### src/rtl/ovf_util_pkg.sv
package ovf_util_pkg;

    // Service sequencer states
    typedef enum logic [2:0] {
        ST_INIT  = 3'd0,
        ST_START = 3'd1,
        ST_IDLE  = 3'd2,
        ST_STOP  = 3'd3,
        ST_EVAL  = 3'd4,
        ST_REARM = 3'd5
    } est_state_t;

    // Width of a channel index for a given channel count
    function automatic int ch_width(input int n_ch);
        return (n_ch > 1) ? $clog2(n_ch) : 1;
    endfunction

endpackage

### src/rtl/ovf_ts_counter.sv
module ovf_ts_counter #(
    parameter int TS_W    = 64,
    parameter int STEP_NS = 10
) (
    input  logic            clk,
    input  logic            rst_n,
    output logic [TS_W-1:0] ts
);
    localparam logic [TS_W-1:0] STEP = TS_W'(STEP_NS);

    always_ff @(posedge clk or negedge rst_n) begin
        if (!rst_n) ts <= '0;
        else        ts <= ts + STEP;
    end
endmodule

### src/rtl/ovf_pend_latch.sv
module ovf_pend_latch #(
    parameter int N_CH = 2
) (
    input  logic            clk,
    input  logic            rst_n,
    input  logic [N_CH-1:0] set_v,
    input  logic [N_CH-1:0] clr_v,
    output logic [N_CH-1:0] pend
);
    for (genvar g = 0; g < N_CH; g++) begin : g_ch
        logic hold_q;
        // a new pulse wins over a clear in the same cycle
        always_ff @(posedge clk or negedge rst_n) begin
            if (!rst_n)         hold_q <= 1'b0;
            else if (set_v[g])  hold_q <= 1'b1;
            else if (clr_v[g])  hold_q <= 1'b0;
        end
        assign pend[g] = hold_q;
    end
endmodule

### src/rtl/ovf_prio_pick.sv
module ovf_prio_pick #(
    parameter int N_CH = 2,
    parameter int CH_W = 1
) (
    input  logic [N_CH-1:0] req,
    output logic            any,
    output logic [CH_W-1:0] idx,
    output logic [N_CH-1:0] onehot
);
    always_comb begin
        idx = '0;
        for (int i = N_CH - 1; i >= 0; i--) begin
            if (req[i]) idx = CH_W'(i);
        end
        any    = |req;
        onehot = any ? (N_CH'(1) << idx) : '0;
    end
endmodule

### src/rtl/ovf_interval_eval.sv
module ovf_interval_eval #(
    parameter int              N_CH      = 2,
    parameter int              CH_W      = 1,
    parameter int              TS_W      = 64,
    parameter longint unsigned THRESH_NS = 64'd900_000_000
) (
    input  logic            clk,
    input  logic            rst_n,
    input  logic            load_all,
    input  logic [TS_W-1:0] t_now,
    input  logic            upd,
    input  logic [CH_W-1:0] sel,
    input  logic [TS_W-1:0] t_cap,
    output logic            fast
);
    localparam logic [TS_W-1:0] THR = TS_W'(THRESH_NS);

    logic [TS_W-1:0] marks [N_CH];
    logic [TS_W-1:0] mark_sel;
    logic [TS_W-1:0] gap;

    always_ff @(posedge clk or negedge rst_n) begin
        if (!rst_n) begin
            for (int i = 0; i < N_CH; i++) marks[i] <= '0;
        end else begin
            for (int i = 0; i < N_CH; i++) begin
                if (load_all)                      marks[i] <= t_now;
                else if (upd && sel == CH_W'(i))   marks[i] <= t_cap;
            end
        end
    end

    always_comb begin
        mark_sel = marks[0];
        for (int i = 0; i < N_CH; i++) begin
            if (sel == CH_W'(i)) mark_sel = marks[i];
        end
        gap  = t_cap - mark_sel;
        fast = (gap < THR);
    end
endmodule

### src/rtl/ovf_util_est.sv
module ovf_util_est
    import ovf_util_pkg::*;
#(
    parameter int              N_CH      = 2,
    parameter int              TS_W      = 64,
    parameter int              STEP_NS   = 10,
    parameter longint unsigned THRESH_NS = 64'd900_000_000,
    parameter int              VAL_W     = 8,
    parameter int              BUSY_FAST = 70,
    parameter int              BUSY_SLOW = 35,
    parameter int              BUSY_INIT = 99,
    parameter int              TOTAL_VAL = 100,
    parameter int              CNT_W     = 32,
    parameter logic [CNT_W-1:0] PRELOAD  = 32'hFF00_0000,
    localparam int             CH_W      = ch_width(N_CH)
) (
    input  logic             clk,
    input  logic             rst_n,
    input  logic [N_CH-1:0]  ovf_in,
    output logic [TS_W-1:0]  ts_ns,
    output logic             cnt_stop,
    output logic             cnt_restart,
    output logic [CNT_W-1:0] cnt_preload,
    output logic             util_valid,
    output logic [VAL_W-1:0] busy,
    output logic [VAL_W-1:0] total,
    output logic [CH_W-1:0]  eval_ch
);
    est_state_t state_q, state_d;

    logic [N_CH-1:0] pend;
    logic [N_CH-1:0] clr_v;
    logic            pend_any;
    logic [CH_W-1:0] pick_idx;
    logic [N_CH-1:0] pick_oh;
    logic            load_all;
    logic            upd;
    logic            fast;
    logic [CH_W-1:0] sel_q;
    logic [TS_W-1:0] cap_q;
    logic [VAL_W-1:0] busy_q;
    logic [VAL_W-1:0] total_q;

    ovf_ts_counter #(.TS_W(TS_W), .STEP_NS(STEP_NS)) u_ts (
        .clk(clk), .rst_n(rst_n), .ts(ts_ns)
    );

    ovf_pend_latch #(.N_CH(N_CH)) u_pend (
        .clk(clk), .rst_n(rst_n), .set_v(ovf_in), .clr_v(clr_v), .pend(pend)
    );

    ovf_prio_pick #(.N_CH(N_CH), .CH_W(CH_W)) u_pick (
        .req(pend), .any(pend_any), .idx(pick_idx), .onehot(pick_oh)
    );

    ovf_interval_eval #(
        .N_CH(N_CH), .CH_W(CH_W), .TS_W(TS_W), .THRESH_NS(THRESH_NS)
    ) u_eval (
        .clk(clk), .rst_n(rst_n), .load_all(load_all), .t_now(ts_ns),
        .upd(upd), .sel(sel_q), .t_cap(cap_q), .fast(fast)
    );

    // State register
    always_ff @(posedge clk or negedge rst_n) begin
        if (!rst_n) state_q <= ST_INIT;
        else        state_q <= state_d;
    end

    // Next-state logic
    always_comb begin
        state_d = state_q;
        unique case (state_q)
            ST_INIT:  state_d = ST_START;
            ST_START: state_d = ST_IDLE;
            ST_IDLE:  if (pend_any) state_d = ST_STOP;
            ST_STOP:  state_d = ST_EVAL;
            ST_EVAL:  state_d = ST_REARM;
            ST_REARM: state_d = ST_IDLE;
            default:  state_d = ST_INIT;
        endcase
    end

    // State-decoded controls and outputs
    always_comb begin
        cnt_stop    = 1'b0;
        cnt_restart = 1'b0;
        util_valid  = 1'b0;
        load_all    = 1'b0;
        upd         = 1'b0;
        clr_v       = '0;
        unique case (state_q)
            ST_INIT:  load_all = 1'b1;
            ST_START: cnt_restart = 1'b1;
            ST_IDLE:  ;
            ST_STOP: begin
                cnt_stop = 1'b1;
                clr_v    = pick_oh;
            end
            ST_EVAL: begin
                cnt_stop = 1'b1;
                upd      = 1'b1;
            end
            ST_REARM: begin
                cnt_restart = 1'b1;
                util_valid  = 1'b1;
            end
            default: ;
        endcase
        cnt_preload = cnt_restart ? PRELOAD : '0;
    end

    // Capture and result registers
    always_ff @(posedge clk or negedge rst_n) begin
        if (!rst_n) begin
            sel_q   <= '0;
            cap_q   <= '0;
            busy_q  <= VAL_W'(BUSY_INIT);
            total_q <= VAL_W'(TOTAL_VAL);
        end else begin
            if (state_q == ST_INIT) begin
                busy_q  <= VAL_W'(BUSY_INIT);
                total_q <= VAL_W'(TOTAL_VAL);
            end
            if (state_q == ST_STOP) begin
                sel_q <= pick_idx;
                cap_q <= ts_ns;
            end
            if (state_q == ST_EVAL) begin
                busy_q  <= fast ? VAL_W'(BUSY_FAST) : VAL_W'(BUSY_SLOW);
                total_q <= VAL_W'(TOTAL_VAL);
            end
        end
    end

    assign busy    = busy_q;
    assign total   = total_q;
    assign eval_ch = sel_q;
endmodule

### config.mk
export PLATFORM = sky130hd
export DESIGN_NAME = ovf_util_est
export DESIGN_NICKNAME = d
export VERILOG_FILES = /design/src/rtl/ovf_util_pkg.sv /design/src/rtl/ovf_ts_counter.sv /design/src/rtl/ovf_pend_latch.sv /design/src/rtl/ovf_prio_pick.sv /design/src/rtl/ovf_interval_eval.sv /design/src/rtl/ovf_util_est.sv
export SDC_FILE = /design/constraint.sdc
export NUM_CORES = 1
export LEC_CHECK = 0
export ABC_AREA = 1
export ABC_CLOCK_PERIOD_IN_PS = 3550
export CAP_MARGIN = 20
export CORE_ASPECT_RATIO = 1.2
export CORE_UTILIZATION = 40
export CTS_BUF_LIST = sky130_fd_sc_hd__clkbuf_4 sky130_fd_sc_hd__clkbuf_8
export DETAILED_ROUTE_END_ITERATION = 7
export PLACE_DENSITY = 0.67
export SETUP_SLACK_MARGIN = 0.3
export SYNTH_ARGS = -nofsm -noshare
export SYNTH_HDL_FRONTEND = slang
export SYNTH_HIERARCHICAL = 1
export SYNTH_SLANG_ARGS = --single-unit
export TNS_END_PERCENT = 1
### constraint.sdc
create_clock -name clk -period 3.55 [get_ports clk]
set_input_delay 0.355 -clock clk [delete_from_list [all_inputs] [get_ports clk]]
set_output_delay 0.355 -clock clk [all_outputs]
set_load 0.05 [all_outputs]
==> run_results.csv, run 1 <==
group,metric,value,unit
synthesis,ys.warnings.count,6,
pwr,powerDensity,728.2,mW/mm2
pwr,p_leak,0.01087,uW
worst_setup_path,worstPathRequired,4.03,ns
pwr,seqPwrFrac,27.1,%
worst_setup_path,worst_path_most_repeated_cell,"nand2_1",
worst_setup_path,slowest_stage,"dfrtp_4",
layout,final_nets,3059,
synthesis,avgSynthCellArea,6.671,um2
worst_setup_path,critPathLaunchType,"flop",
status,failed_checks,"setup timing",
global_routing,grt_pass1_vias,18350,
worst_setup_path,cp_top_family,"simple AND/OR/NAND/NOR gates",
placed_design,place_hpwl,50150,um
sta,finalCriticalPeriod,3.676,ns
status,status,"complete, but fails checks",
synthesis,yosys.area.top_type,"dfrtp_1",
pwr,p_switching,7622,uW
global_routing,antenna_found_initial,1,
clock_network,htreeDepth,2,
floorplan,ios,120,
synthesis,synthArstFlopShare,100.0,%
layout,layout-drive-gt1-share,12.88,%
synthesis,seq_area_frac_synth,34.69,%
route,routed.top_layer,"met4",
route,via_count,19130,
worst_setup_path,critPathBufInv,3,
synthesis,yosysTopAreaCellShare,34.41,%
clock_network,cts_inserted_buffers,40,
sta,fin_ws,-0.1265,ns
sta,slew_headroom,40.89,%
pwr,pwr-share-clk,17.6,%
layout,post-route-util,47.38,%
route,vias_per_cell,5.249,
synthesis,syn_area,0.01905,mm2
synthesis,ys_types,46,
global_routing,grt_max_degree,98,
pwr,cell_internal_pwr,8601,uW
job,cap_violations,0,
synthesis,synthFlopType,"dfrtp_1",
sta,finalSetupViolations,3,
sta,tightest_slew,0.8867,ns
route,wl_met2,30650,um
route,drcViolationCount,0,
pwr,ir_drop,0.0007058,V
worst_setup_path,cp-end-kind,"flop",
route,ant_nets,0,
sta,rsz0062_at_grt,"yes",
clock_network,insertion_delay,0.56,ns
pwr,pwr-share-comb,55.3,%
synthesis,synth_cells,2856,
floorplan,die_x,201.2,um
pwr,netSwitchingFraction,46.98,%
clock_network,tritoncts,"built",
floorplan,die_h,241.1,um
layout,fill_cells,4783,
layout,area_growth,16.94,%
floorplan,initial_core_util,40.52,%
sta,drv_slew,0,
sta,fmax,272.0,MHz
sta,period_share,103.6,%
placed_design,place_congestion,0.9965,
global_routing,grt_first_pass_wirelength,100700,um
route,drt-pass1-iter-count,5,
clock_network,cts.sinks,264,
worst_setup_path,crit_chain,"buf_12 -> mux2i_2 -> ha_1 -> nand2_2 -> nor2_1 -> nand2_2 -> nor2_1 -> nand2_1 -> nand2_1 -> nand2_1 -> nand3_1 -> nand2_1 -> a21oi_1 -> nand2_1 -> nor2_2 -> nand4_1 -> nor2_4 -> buf_6 -> inv_1 -> o21ai_0 -> nand2_1",
route,wire_per_inst,17.89,um
synthesis,synthTopCellsByCount,"nand2_1 (993), nor2_1 (378), inv_1 (324), dfrtp_1 (262), a31oi_1 (125)",
placed_design,port_buffers,82,
worst_hold_path,min_path_type,"in -> reg",
route,first_iter_violations,1590,
floorplan,die-area,0.04851,mm2
route,wl,65210,um
synthesis,synth-seq-cells,264,
floorplan,core_area,0.04703,mm2
worst_setup_path,cpPeakStageDelay,0.54,ns
floorplan,rows,87,
worst_setup_path,crit_type,"reg -> reg",
synthesis,ys_top_cells_by_area,"dfrtp_1 (34%), nand2_1 (20%), nor2_1 (7.4%)",
clock_network,clock_path_buffers,3,
route,wl_met1,27530,um
sta,final.setup.tns,-0.3126,ns
sta,fin_skew,0.02237,ns
clock_network,clkTransAtPathRegs,0.07,ns
synthesis,yosysMostFrequentCell,"nand2_1",
route,wl_met3,3303,um
synthesis,synth_edf_count,0,
global_routing,grt_overflow,0,
clock_network,cts_root_buf,"clkbuf_8",
worst_setup_path,crit_fanout,16,
placed_design,dpl_worst_slack,-0.4144,ns
worst_setup_path,worstPathArrival,4.16,ns
global_routing,grt_usage,26.79,%
sta,finalHoldViolCount,0,
==> timing repair <==
action | CTS | global route
endpoints found under the setup margin | 3 | 3
buffers inserted | 7 | 3
resized for setup | 81 | 30
hold buffers | 1 | 0
endpoints found under the hold margin | 87 | 0
pin swaps | 20 | 7
==> registers in the layout, indices dropped and copies added (netlist names) <==
signal and flops:
u_eval/marks 128, cap_q 64, u_ts/ts 63, busy 3
state_q 3, u_pend/g_ch.hold_q 2, eval_ch 1
==> path summary, 6_finish.rpt <==
path                                      from                                end  slack, ns  cells past startpoint
hold reg to reg            busy[6]$_DFFE_PN1P_                busy[6]$_DFFE_PN1P_       0.47                      2
setup reg to reg           eval_ch$_DFFE_PN0N_                busy[5]$_DFFE_PN1P_      -0.13                     21
hold / removal                       ovf_in[0]  u_pend/g_ch[0].hold_q$_DFFE_PN0P_       0.36                      3
max in group asynchronous                rst_n       u_eval/marks[88]$_DFFE_PN0P_       2.16                      3
setup / recovery           eval_ch$_DFFE_PN0N_                busy[5]$_DFFE_PN1P_      -0.13                     21
min in group asynchronous                rst_n               u_ts/ts[1]$_DFF_PN0_       0.42                      2
==> per-stage QoR <==
step	area [um2]	cells	hold WS, ns	total power, uW
after floorplan	19200	2890	0.05941	10210
after global placement	20910	3562	0.4195	12710
after detailed placement	20910	3562	0.4225	12860
after CTS	22150	3641	0.3315	16010
after global routing	22280	3645	0.3401	17400
final	22280	3645	0.3569	16220
==> layout by cell type, fill, tap and decap left out, drive strengths merged, types with 40 or more instances in the layout <==
| cell | count |
|---|---|
| a21oi | 75 |
| a31oi | 125 |
| buf | 110 |
| clkbuf | 58 |
| clkdlybuf4s50 | 80 |
| dfrtp | 262 |
| ha | 63 |
| inv | 342 |
| mux2i | 40 |
| nand2 | 1030 |
| nand3 | 97 |
| nand4 | 94 |
| nor2 | 420 |
| o21ai | 67 |
==> kinds of logic (layout without fill, tap and decap cells) <==
logic type                 count (synthesis)  count (layout)  synth area share, %
and+or+nand+nor                         1677            1677                37.50
buffers and inverters                    476             607                10.74
AOI/OAI and AO/OA                        287             287                8.642
DFF                                      264             264                34.69
adders and majority gates                 63              63                4.137
xor gates and xnor gates                  45              45                2.069
muxes                                     41              41                2.160
other                                      3              38              0.05910
==> per-layer routing <==
layer  up-vias  GRT usage (%)
li1       9301              -
met1      8992          34.25
met2       695          44.93
met3       144          2.066
met4         0          15.20
met5         -              0
==> final cells by class <==
| type | count | area (um2) | area share (%) |
|---|---|---|---|
| well taps | 623 | 779.5 | 3.499 |
| diodes | 1 | 2.502 | 0.01123 |
| flip-flops and latches | 264 | 6615 | 29.69 |
| clock buffers | 58 | 735.7 | 3.302 |
| multi-input cells | 2150 | 10920 | 48.99 |
| repair buffers | 191 | 1768 | 7.935 |
| clock inverters | 13 | 167.7 | 0.7525 |
| inverters | 345 | 1296 | 5.818 |
==> power by group through the flow <==
stage	clock, uW	sequential (uW)	combinational [uW]
3_5_place_dp	0	4420	8440
2_1_floorplan	0	4300	5900
3_3_place_gp	0	4380	8330
6_report	2850	4400	8970
5_1_grt	3020	4490	9890
4_1_cts	2890	4380	8750
==> worst reg2reg max path, stage by stage (launching register included) <==
cell and delay, ns:
dfrtp_4 0.54, buf_12 0.20, mux2i_2 0.18, ha_1 0.41
nand2_2 0.11, nor2_1 0.22, nand2_2 0.18, nor2_1 0.15
nand2_1 0.11, nand2_1 0.14, nand2_1 0.09, nand3_1 0.07
nand2_1 0.08, a21oi_1 0.12, nand2_1 0.08, nor2_2 0.14
nand4_1 0.17, nor2_4 0.24, buf_6 0.14, inv_1 0.03
o21ai_0 0.13, nand2_1 0.07
(Power assumes the default switching activity.)
==> run 2: changes to the inputs <==
--- a/config.mk
+++ b/config.mk
@@ -7,7 +7,6 @@
 export LEC_CHECK = 0
 export ABC_AREA = 1
 export ABC_CLOCK_PERIOD_IN_PS = 3550
-export CAP_MARGIN = 20
 export CORE_ASPECT_RATIO = 1.2
 export CORE_UTILIZATION = 40
 export CTS_BUF_LIST = sky130_fd_sc_hd__clkbuf_4 sky130_fd_sc_hd__clkbuf_8
==> results of run 2 <==
Final layout, timing and power as in run 1 (identical DEF).
==> run 3: changes to the inputs <==
--- a/config.mk
+++ b/config.mk
@@ -11,8 +11,10 @@
 export CORE_UTILIZATION = 40
 export CTS_BUF_LIST = sky130_fd_sc_hd__clkbuf_4 sky130_fd_sc_hd__clkbuf_8
 export DETAILED_ROUTE_END_ITERATION = 7
+export MAX_ROUTING_LAYER = met4
 export PLACE_DENSITY = 0.67
 export SETUP_SLACK_MARGIN = 0.3
+export SLEW_MARGIN = 20
 export SYNTH_ARGS = -nofsm -noshare
 export SYNTH_HDL_FRONTEND = slang
 export SYNTH_HIERARCHICAL = 1
==> run 3 against run 2 <==
  * The run still ends with setup timing left
  * Critical path depth increased by 1
  * Maximum frequency decreased by 1.8%
  * Clock skew increased by 0.00057 ns
  * Sequential share of layout area increased by 0.10 points
  * Highest routed layer unchanged
  * Sequential power increased by 0.9%
  * Final cell count increased by 0.36%
  * Largest cell class unchanged
==> run_results.csv, run 3 (synthesis results as in run 1) <==
group,metric,value,unit
route,via_count,19130,
global_routing,grt_first_pass_wirelength,101000,um
route,wire_per_inst,18.25,um
route,drcViolationCount,0,
floorplan,die_x,201.2,um
worst_setup_path,crit_fanout,7,
clock_network,htreeDepth,2,
job,cap_violations,0,
clock_network,cts_inserted_buffers,39,
floorplan,die_h,241.1,um
sta,slew_headroom,38.03,%
global_routing,grt_max_degree,116,
layout,top_register,"u_eval/marks",
placed_design,place_hpwl,51630,um
worst_setup_path,critPathLaunchType,"flop",
layout,post-route-util,47.22,%
pwr,ir_drop,0.0008670,V
clock_network,clock_path_buffers,3,
route,drt-pass1-iter-count,6,
layout,layout_commonest_cell,"nand2_1",
floorplan,core_area,0.04703,mm2
worst_setup_path,cp_top_family,"simple AND/OR/NAND/NOR gates",
layout,top_regs,"u_eval/marks x128, cap_q x64, u_ts/ts x63",
sta,drv_slew,0,
floorplan,rows,87,
worst_setup_path,cpPeakStageDelay,0.54,ns
floorplan,die-area,0.04851,mm2
sta,fmax,267.0,MHz
worst_setup_path,crit_chain,"buf_4 -> mux2i_1 -> ha_1 -> nand2_1 -> nand2_1 -> a21oi_2 -> nand2_1 -> inv_1 -> nand2_1 -> a21oi_1 -> nand2_1 -> nand2_1 -> nand2_1 -> a21oi_1 -> nand2_1 -> nor2_1 -> nand4_1 -> nor2_4 -> buf_4 -> inv_1 -> o21ai_0 -> nand2_1",
global_routing,antenna_found_initial,0,
sta,finalCriticalPeriod,3.745,ns
worst_setup_path,critPathBufInv,4,
sta,fin_ws,-0.1947,ns
sta,fin_skew,0.02294,ns
worst_setup_path,worstPathArrival,4.23,ns
worst_setup_path,worst_path_most_repeated_cell,"nand2_1",
clock_network,tritoncts,"built",
layout,area_growth,16.54,%
layout,largest_register_ffs,128,
pwr,powerDensity,720.6,mW/mm2
sta,final.setup.tns,-0.4661,ns
clock_network,cts_root_buf,"clkbuf_8",
pwr,power,16000,uW
worst_hold_path,min_path_type,"in -> reg",
layout,n_antenna_cell,0,
clock_network,clkTransAtPathRegs,0.07,ns
layout,final_nets,3073,
floorplan,ios,120,
route,wl,66760,um
global_routing,grt_usage,27.89,%
clock_network,insertion_delay,0.56,ns
route,ant_nets,0,
worst_setup_path,slowest_stage,"dfrtp_4",
placed_design,port_buffers,82,
pwr,p_switching,7580,uW
global_routing,grt_overflow,0,
sta,period_share,105.5,%
pwr,cell_internal_pwr,8421,uW
clock_network,cts.sinks,264,
status,status,"complete, but fails checks",
status,failed_checks,"setup timing",
pwr,pwr-share-clk,17.2,%
pwr,seqPwrFrac,27.7,%
layout,layout-drive-gt1-share,12.29,%
placed_design,place_congestion,1.027,
global_routing,grt_pass1_vias,18320,
sta,rsz0062_at_grt,"yes",
floorplan,initial_core_util,40.52,%
pwr,p_leak,0.01092,uW
sta,finalHoldViolCount,0,
layout,final_cell_mix,"nand2_1 (981), nor2_1 (366), inv_1 (323)",
worst_setup_path,worstPathRequired,4.03,ns
worst_setup_path,cp-end-kind,"flop",
sta,finalSetupViolations,3,
worst_setup_path,crit_type,"reg -> reg",
sta,tightest_slew,0.9296,ns
pwr,netSwitchingFraction,47.37,%
route,first_iter_violations,1466,
pwr,pwr-share-comb,55.1,%
route,vias_per_cell,5.230,
-- run 3: layer usage --
metal / track usage, % / share of wire [%] / vias up / routed length, um
met1: 33.83 / 42 / 9005 / 27860
met2: 46.68 / 48 / 642 / 31810
li1: - / - / 9316 / -
met5: - / 0 / - / 0
met3: 2.012 / 5.0 / 169 / 3358
met4: 14.76 / 5.6 / 0 / 3725
-- run 3: per-stage QoR --
step           setup WS, ns  cell area (um2)  hold WS, ns  std cells
2_1_floorplan        0.3032            19200      0.05941       2890
3_3_place_gp        -0.6222            20990       0.4527       3577
3_5_place_dp        -0.5744            20990       0.4627       3577
4_1_cts             -0.1108            22090       0.3016       3655
5_1_grt             -0.3660            22200       0.3277       3658
6_report            -0.1947            22200       0.3264       3658
-- run 3: cell type report --
cell class	count	area, um2
sequential	264	6615
multi-input combinational	2150	10770
clock inverter	8	90.09
fill	4781	24820
timing repair buffer	206	1861
clock buffer	62	790.8
tap	623	779.5
inverter	345	1296
-- run 3: worst reg2reg max path, delay by kind of cell, from the launching register on --
| family | cells | cell delay, ns |
|---|---|---|
| flip-flops | 1 | 0.54 |
| multiplexers | 1 | 0.29 |
| buffers and inverters | 4 | 0.46 |
| AND/OR/NAND/NOR | 12 | 1.30 |
| AO/OA/AOI/OAI | 4 | 0.78 |
| adder cells (fa/ha/maj) | 1 | 0.33 |
-- run 3: path summary, 6_finish.rpt --
kind | from | endpoint | slack [ns] | cells past startpoint
setup reg to reg | eval_ch$_DFFE_PN0N_ | busy[5]$_DFFE_PN1P_ | -0.19 | 22
hold reg to reg | cap_q[0]$_DFFE_PN0N_ | cap_q[0]$_DFFE_PN0N_ | 0.48 | 2
setup / recovery | eval_ch$_DFFE_PN0N_ | busy[5]$_DFFE_PN1P_ | -0.19 | 22
min in group asynchronous | rst_n | u_ts/ts[2]$_DFF_PN0_ | 0.42 | 2
hold / removal | ovf_in[0] | u_pend/g_ch[0].hold_q$_DFFE_PN0P_ | 0.33 | 3
max in group asynchronous | rst_n | cap_q[8]$_DFFE_PN0N_ | 2.08 | 3
-- run 3: what timing repair did --
item                                    4_1_cts  5_1_grt
gates cloned                                  1        0
hold buffers                                  1        0
gates resized for setup                      45       24
hold endpoints to repair                    110        0
setup buffers                                 6        3
endpoints found under the setup margin        3        4
pin swaps                                     9        3
-- run 3: power by group through the flow --
stage	logic [uW]	clock network, uW	registers (uW)
final	8810	2750	4440
after floorplan	5900	0	4300
after global routing	9660	2920	4520
after detailed placement	8430	0	4460
after global placement	8290	0	4430
after CTS	8610	2790	4410
